==> src/rtl/prot_pkg.sv <==
package prot_pkg;

  // Address width fixed by the packed word layout (bits 19:2).
  localparam int ADDR_W   = 18;
  localparam int LG_W     = 5;
  localparam int WORD_W   = 32;
  localparam int RD_BIT   = 30;
  localparam int WR_BIT   = 29;
  localparam int LG_LSB   = 24;
  localparam int ADDR_LSB = 2;

  typedef struct packed {
    logic              rd_blk;
    logic              wr_blk;
    logic [LG_W-1:0]   lg;
    logic [ADDR_W-1:0] base;
  } prot_entry_t;

  // Mask keeping the address bits above the window size.
  function automatic logic [ADDR_W-1:0] window_mask(input logic [LG_W-1:0] lg);
    if (int'(lg) >= ADDR_W) return '0;
    return {ADDR_W{1'b1}} << lg;
  endfunction

  // Window start after the silent alignment.
  function automatic logic [ADDR_W-1:0] eff_base(input prot_entry_t e);
    return e.base & window_mask(e.lg);
  endfunction

  function automatic logic covers(input prot_entry_t e, input logic [ADDR_W-1:0] addr);
    return (addr & window_mask(e.lg)) == eff_base(e);
  endfunction

  function automatic logic dir_armed(input prot_entry_t e, input logic is_write);
    return is_write ? e.wr_blk : e.rd_blk;
  endfunction

endpackage

==> src/rtl/prot_entry_bank.sv <==
module prot_entry_bank
  import prot_pkg::*;
#(
  parameter int N_ENTRIES = 6,
  localparam int IDX_W = $clog2(N_ENTRIES)
) (
  input  logic                          clk,
  input  logic                          rst_n,
  input  logic                          wr_en,
  input  logic [IDX_W-1:0]              wr_idx,
  input  logic [WORD_W-1:0]             wr_word,
  output prot_entry_t [N_ENTRIES-1:0]   entries
);

  prot_entry_t dec_word;
  logic        idx_in_range;
  logic        unused_word_bits;

  assign dec_word.rd_blk = wr_word[RD_BIT];
  assign dec_word.wr_blk = wr_word[WR_BIT];
  assign dec_word.lg     = wr_word[LG_LSB +: LG_W];
  assign dec_word.base   = wr_word[ADDR_LSB +: ADDR_W];
  assign unused_word_bits = ^{wr_word[31], wr_word[23:20], wr_word[1:0]};
  assign idx_in_range    = int'(wr_idx) < N_ENTRIES;

  for (genvar g = 0; g < N_ENTRIES; g++) begin : g_slot
    logic slot_we;
    assign slot_we = wr_en && idx_in_range && (int'(wr_idx) == g);

    always_ff @(posedge clk) begin
      if (!rst_n)       entries[g] <= '0;
      else if (slot_we) entries[g] <= dec_word;
    end


    slot_load_chk: assert property (@(posedge clk) disable iff (!rst_n)
      (wr_en && int'(wr_idx) == g) |=>
        (entries[g].rd_blk == $past(wr_word[RD_BIT]) &&
         entries[g].wr_blk == $past(wr_word[WR_BIT]) &&
         entries[g].lg     == $past(wr_word[28:24]) &&
         entries[g].base   == $past(wr_word[19:2])));
  end


  oob_write_chk: assert property (@(posedge clk) disable iff (!rst_n)
    (wr_en && int'(wr_idx) >= N_ENTRIES) |=> $stable(entries));

endmodule

==> config.mk <==
export PLATFORM = sky130hd
export DESIGN_NAME = prot_entry_bank
export DESIGN_NICKNAME = d
export VERILOG_FILES = /design/src/rtl/prot_pkg.sv /design/src/rtl/prot_entry_bank.sv
export SDC_FILE = /design/constraint.sdc
export NUM_CORES = 1
export LEC_CHECK = 0
export BUFFER_PORTS_ARGS = -buffer_cell sky130_fd_sc_hd__buf_2
export CORE_ASPECT_RATIO = 0.9
export CORE_MARGIN = 2
export CORE_UTILIZATION = 34
export DETAILED_ROUTE_END_ITERATION = 8
export PLACE_DENSITY = 0.6
export SYNTH_ARGS = -nofsm -noshare
export SYNTH_HDL_FRONTEND = slang
export SYNTH_SLANG_ARGS = --single-unit
export TNS_END_PERCENT = 100
==> constraint.sdc <==
create_clock -name clk -period 1.4 [get_ports clk]
set_clock_uncertainty 0.2 [all_clocks]
set_input_delay 0.28 -clock clk [delete_from_list [all_inputs] [get_ports clk]]
set_output_delay 0.28 -clock clk [all_outputs]
set_load 0.1 [all_outputs]
* Word-level counts from Yosys, hierarchy flattened
Cells that the tools add are included. Widths: inputs -> output; s select.
Operators by class: equality and inequality tests 5, $lt $le $gt $ge 1, reduce and logical (&&, ||, !) cells 8
Operator list (number):
- $eq 3x3->1 const B | 4
- $logic_and 1x1->1 | 7
- $eq 3x2->1 const B | 1
- $logic_not 3->1 | 1
- $lt 3x3->1 const B | 1
Word-level totals: bits of input ports 38, register bits 150, word-level logic and storage cells 38

* Longest topological paths before layout
word-level depth 3, mapped depth 4

* Worst setup path before layout
OpenSTA, ideal clock, no wires.
path type input-to-reg, start input port wr_idx[2], end register entries[10] (netlist name), stages on the path 4, setup time 0.123 ns, path slack -0.135 ns, data required time 1.077 ns, data arrival time 1.212 ns, path buffers 2, cells stage by stage or4b_1 -> buf_6 -> buf_12 -> mux2i_1
On the way: longest elaborated chain between the ends 3
Ends and longest elaborated chain:
- start: declaration | line prot_entry_bank.sv:10 | input logic [IDX_W-1:0] wr_idx,
- $lt 3x3->1 | line prot_entry_bank.sv:24 | assign idx_in_range = int'(wr_idx) < N_ENTRIES;
- $logic_and 1x1->1 | line prot_entry_bank.sv:28 | assign slot_we = wr_en && idx_in_range && (int'(wr_idx) == g);
- $logic_and 1x1->1 (*) | line prot_entry_bank.sv:28
- end signal: indexed assignment | line prot_entry_bank.sv:32 | else if (slot_we) entries[g] <= dec_word;
- end: declaration | line prot_entry_bank.sv:12 | output prot_entry_t [N_ENTRIES-1:0] entries
Every way passes the cells marked *; elsewhere a longest branch is shown, timed or not. A chain may end at the register's enable or synchronous reset.

* Final worst setup path
start register entries[148] (netlist name), end output port entries[148] (netlist name)
No word-level cell between the ends.

==> impl_metrics.env <==
export IMPL_syn_inst=518
export IMPL_number_of_inserted_diodes=0
export IMPL_avgViaCountPerCell=4.71
export IMPL_worst_ep_required_time_ns=0.92
export IMPL_r2r_worst_path_cells=4
export IMPL_met1_usage=0.233
export IMPL_power_leakage_uw=0.00478
export IMPL_top_usage_layer="met2"
export IMPL_post_synth_mux_area_share=0.277
export IMPL_hp_class="in2reg"
export IMPL_synthAdderAreaFrac=0
export IMPL_layout_min_cycle_time_ns=1.45
export IMPL_groute_layer_met3_usage=0.0863
export IMPL_worst_hold_startpoint="wr_word[26]"
export IMPL_cp_arrival_ns=0.97
export IMPL_ctsHoldBuffers=0
export IMPL_yosys_cell_types_count=12
export IMPL_cp_max_fo=2
export IMPL_dp_final_hpwl_um=11800
export IMPL_timing_max_slew_rel_slack=0.787
export IMPL_vdd_ir_drop_max_v=0.000833
export IMPL_synth_area_top_cells="sky130_fd_sc_hd__dfxtp_1, sky130_fd_sc_hd__mux2i_1, sky130_fd_sc_hd__nand2_1"
export IMPL_clock_tree_buffer_depth=2
export IMPL_globalRouteOverflowTotal=0
export IMPL_synth_async_sr_flop_share=0
export IMPL_timing_final_hold_violations=0
export IMPL_min_to="entries[45]$_SDFFE_PN0P_"
export IMPL_floorplan_io_pins=188
export IMPL_yosys_area_share_simple=0.133
export IMPL_setup_reg_to_reg_worst_slack_ns=0.36
export IMPL_firstDrtPassIters=4
export IMPL_num_vias=4573
export IMPL_critical_path_slowest_cell="sky130_fd_sc_hd__dfxtp_2"
export IMPL_failed_checks="setup timing"
export IMPL_syn_nets=556
export IMPL_combined_global_route_utilization_of_all_metal_layers=0.200
export IMPL_synth_compound_area_frac=0
export IMPL_synth_main_ff_cell="sky130_fd_sc_hd__dfxtp_1"
export IMPL_layout_area_overhead_vs_synth_pct=86.6
export IMPL_finalPower_uw=10600
export IMPL_count_of_final_setup_violators=150
export IMPL_flip_flop_count_of_the_largest_register_after_layout=150
export IMPL_synthDominantAreaCellType="sky130_fd_sc_hd__dfxtp_1"
export IMPL_drt_iter0_drc=197
export IMPL_netlist_area_mm2=0.00542
export IMPL_synth_common_cells="sky130_fd_sc_hd__nand2_1, sky130_fd_sc_hd__dfxtp_1, sky130_fd_sc_hd__mux2i_1, sky130_fd_sc_hd__clkbuf_1, sky130_fd_sc_hd__buf_2"
export IMPL_tritoncts="done"
export IMPL_port_buffers=180
export IMPL_setup_total_negative_slack_ns=-4.91
export IMPL_clock_sinks=150
export IMPL_grt_start_max_net_pins=31
export IMPL_starting_density=0.350
export IMPL_postRouteWirelength_um=16700
export IMPL_synth_top_family_by_area="multiplexers"
export IMPL_area_of_the_die_mm2=0.0170
export IMPL_coreArea_mm2=0.0155
export IMPL_first_global_vias=4706
export IMPL_regToRegEndpoint="entries[117]$_SDFFE_PN0P_"
export IMPL_yosys_warnings=0
export IMPL_fraction_of_the_yosys_area_taken_by_sequential_cells=0.554
export IMPL_max_cap_viol_count=0
export IMPL_post_synth_cell_area_avg_um2=10.5
export IMPL_htree_num_levels=4
export IMPL_rsz0062_at_grt="true"
export IMPL_timing_hold_worst_path_depth=3
export IMPL_maxSlewViolCount=0
export IMPL_run_status="finished with violations"
export IMPL_drc_errors=0
export IMPL_power_per_cell_area_mw_per_mm2=1050
export IMPL_r2r_start="entries[117]$_SDFFE_PN0P_"
export IMPL_antenna_found_initial=1
export IMPL_worstSetupStartpointType="register"
export IMPL_fin_crit_sh=1.03
export IMPL_path_delay_family="flip-flops"
export IMPL_registers_top_by_ff_count="entries"
export IMPL_post_synth_edffs=0
export IMPL_worstSetupStartpoint="entries[148]$_SDFFE_PN0P_"
export IMPL_drt_wirelength_per_cell_um=17.2
export IMPL_num_nets_final=795
export IMPL_numCtsBuffers=17
export IMPL_final_setup_slack_of_the_worst_path_ns=-0.0455
export IMPL_actual_transition_at_the_worst_max_transition_pin_ns=0.320
export IMPL_ys_ff_latch=150
export IMPL_critical_path_max_stage_delay_ns=0.36
export IMPL_clk_insertion_delay_late_ns=0.42
export IMPL_synth_xor_xnor_area_share=0
export IMPL_synthDominantCellAreaShare=0.554
export IMPL_synth_most_common_cell="sky130_fd_sc_hd__nand2_1"
export IMPL_drt_antenna_violating_nets=0
export IMPL_worst_setup_ep_type="primary output"
export IMPL_floorplan_rows=43
export IMPL_crit_chain="buf_12"
export IMPL_worstPathBufferInverterCount=1
export IMPL_grt_util_met2=0.332
export IMPL_grt_pass1_wl_um=25500
export IMPL_clkTransAtPathRegs_ns=0.06
export IMPL_layout_drive_gt1_share=0.572
export IMPL_type_of_the_worst_setup_path="reg2out"
export IMPL_gp_routability_congestion=0.777
export IMPL_achievable_frequency_mhz=692
export IMPL_root_buffer="sky130_fd_sc_hd__clkbuf_16"
export IMPL_die_height_um=124
export IMPL_layout_top_registers="entries (150)"
export IMPL_dieWidth_um=137
==> cells by family after synthesis <==
| kind of cell | after synthesis |
|---|---|
| mux | 150 |
| flops | 150 |
| simple gates | 181 |
| buf+inv | 37 |
==> cell usage in the layout (no fill, tap or decap) <==
master                         n
sky130_fd_sc_hd__dfxtp_2     137
sky130_fd_sc_hd__nand2_1     175
sky130_fd_sc_hd__clkinvlp_4    1
sky130_fd_sc_hd__inv_6         1
sky130_fd_sc_hd__clkinv_4      1
sky130_fd_sc_hd__buf_2        29
sky130_fd_sc_hd__clkbuf_1      2
sky130_fd_sc_hd__bufinv_16     2
sky130_fd_sc_hd__clkinv_2      2
sky130_fd_sc_hd__or4b_4        1
sky130_fd_sc_hd__and4bb_2      1
sky130_fd_sc_hd__clkbuf_16    17
sky130_fd_sc_hd__mux2i_1     150
sky130_fd_sc_hd__clkbuf_8      4
sky130_fd_sc_hd__buf_4        71
sky130_fd_sc_hd__dfxtp_4      13
sky130_fd_sc_hd__nand4b_1      2
sky130_fd_sc_hd__nand4bb_2     2
sky130_fd_sc_hd__buf_12      157
==> routing by layer <==
layer,wire length [µm],share of wire
met5,13,0.00078
met4,197,0.012
met3,1350,0.081
met2,8340,0.50
met1,6770,0.41
==> stage by stage <==
step | hold slack (ns) | util | area [µm²] | instances | setup WS (ns)
finish | 0.0537 | 0.653 | 10100 | 970 | -0.0455
global route | 0.0589 | 0.653 | 10100 | 970 | -0.0811
CTS | 0.0286 | 0.640 | 9920 | 948 | -0.0695
detailed placement | 0.267 | 0.588 | 9110 | 891 | -0.237
global placement | 0.263 | 0.588 | 9110 | 891 | -0.204
floorplan | 0.315 | - | 5590 | 518 | -0.119
==> worst max path at each step <==
stage,cells past startpoint,endpoint,slack [ns]
after floorplan,4,entries[10]$_SDFFE_PN0P_,-0.12
after global placement,4,entries[11]$_SDFFE_PN0P_,-0.20
after detailed placement,4,entries[11]$_SDFFE_PN0P_,-0.24
after CTS,1,entries[46],-0.07
after global routing,1,entries[95],-0.08
final,1,entries[148],-0.05
==> power by group <==
part	switching (µW)	total, µW	internal [µW]	leakage [µW]
registers	103	4470	4360	0.00129
logic	1020	1600	576	0.00320
clock network	1740	4540	2800	0.000285
==> final cells by class <==
class / instances / area (µm²)
Timing Repair Buffer: 257 / 3820
Tap cell: 202 / 253
Sequential cell: 150 / 3220
Multi-Input combinational cell: 331 / 2230
Clock inverter: 7 / 95.1
Clock buffer: 23 / 488
Fill cell: 1125 / 5380
==> what timing repair did <==
action / 4_1_cts / 5_1_grt
setup buffers: 27 / 22
setup endpoints to repair: 150 / 150
gates cloned: 0 / 0
pin swaps: 0 / 0
gates resized for setup: 21 / 12
(Power assumes the default switching activity.)
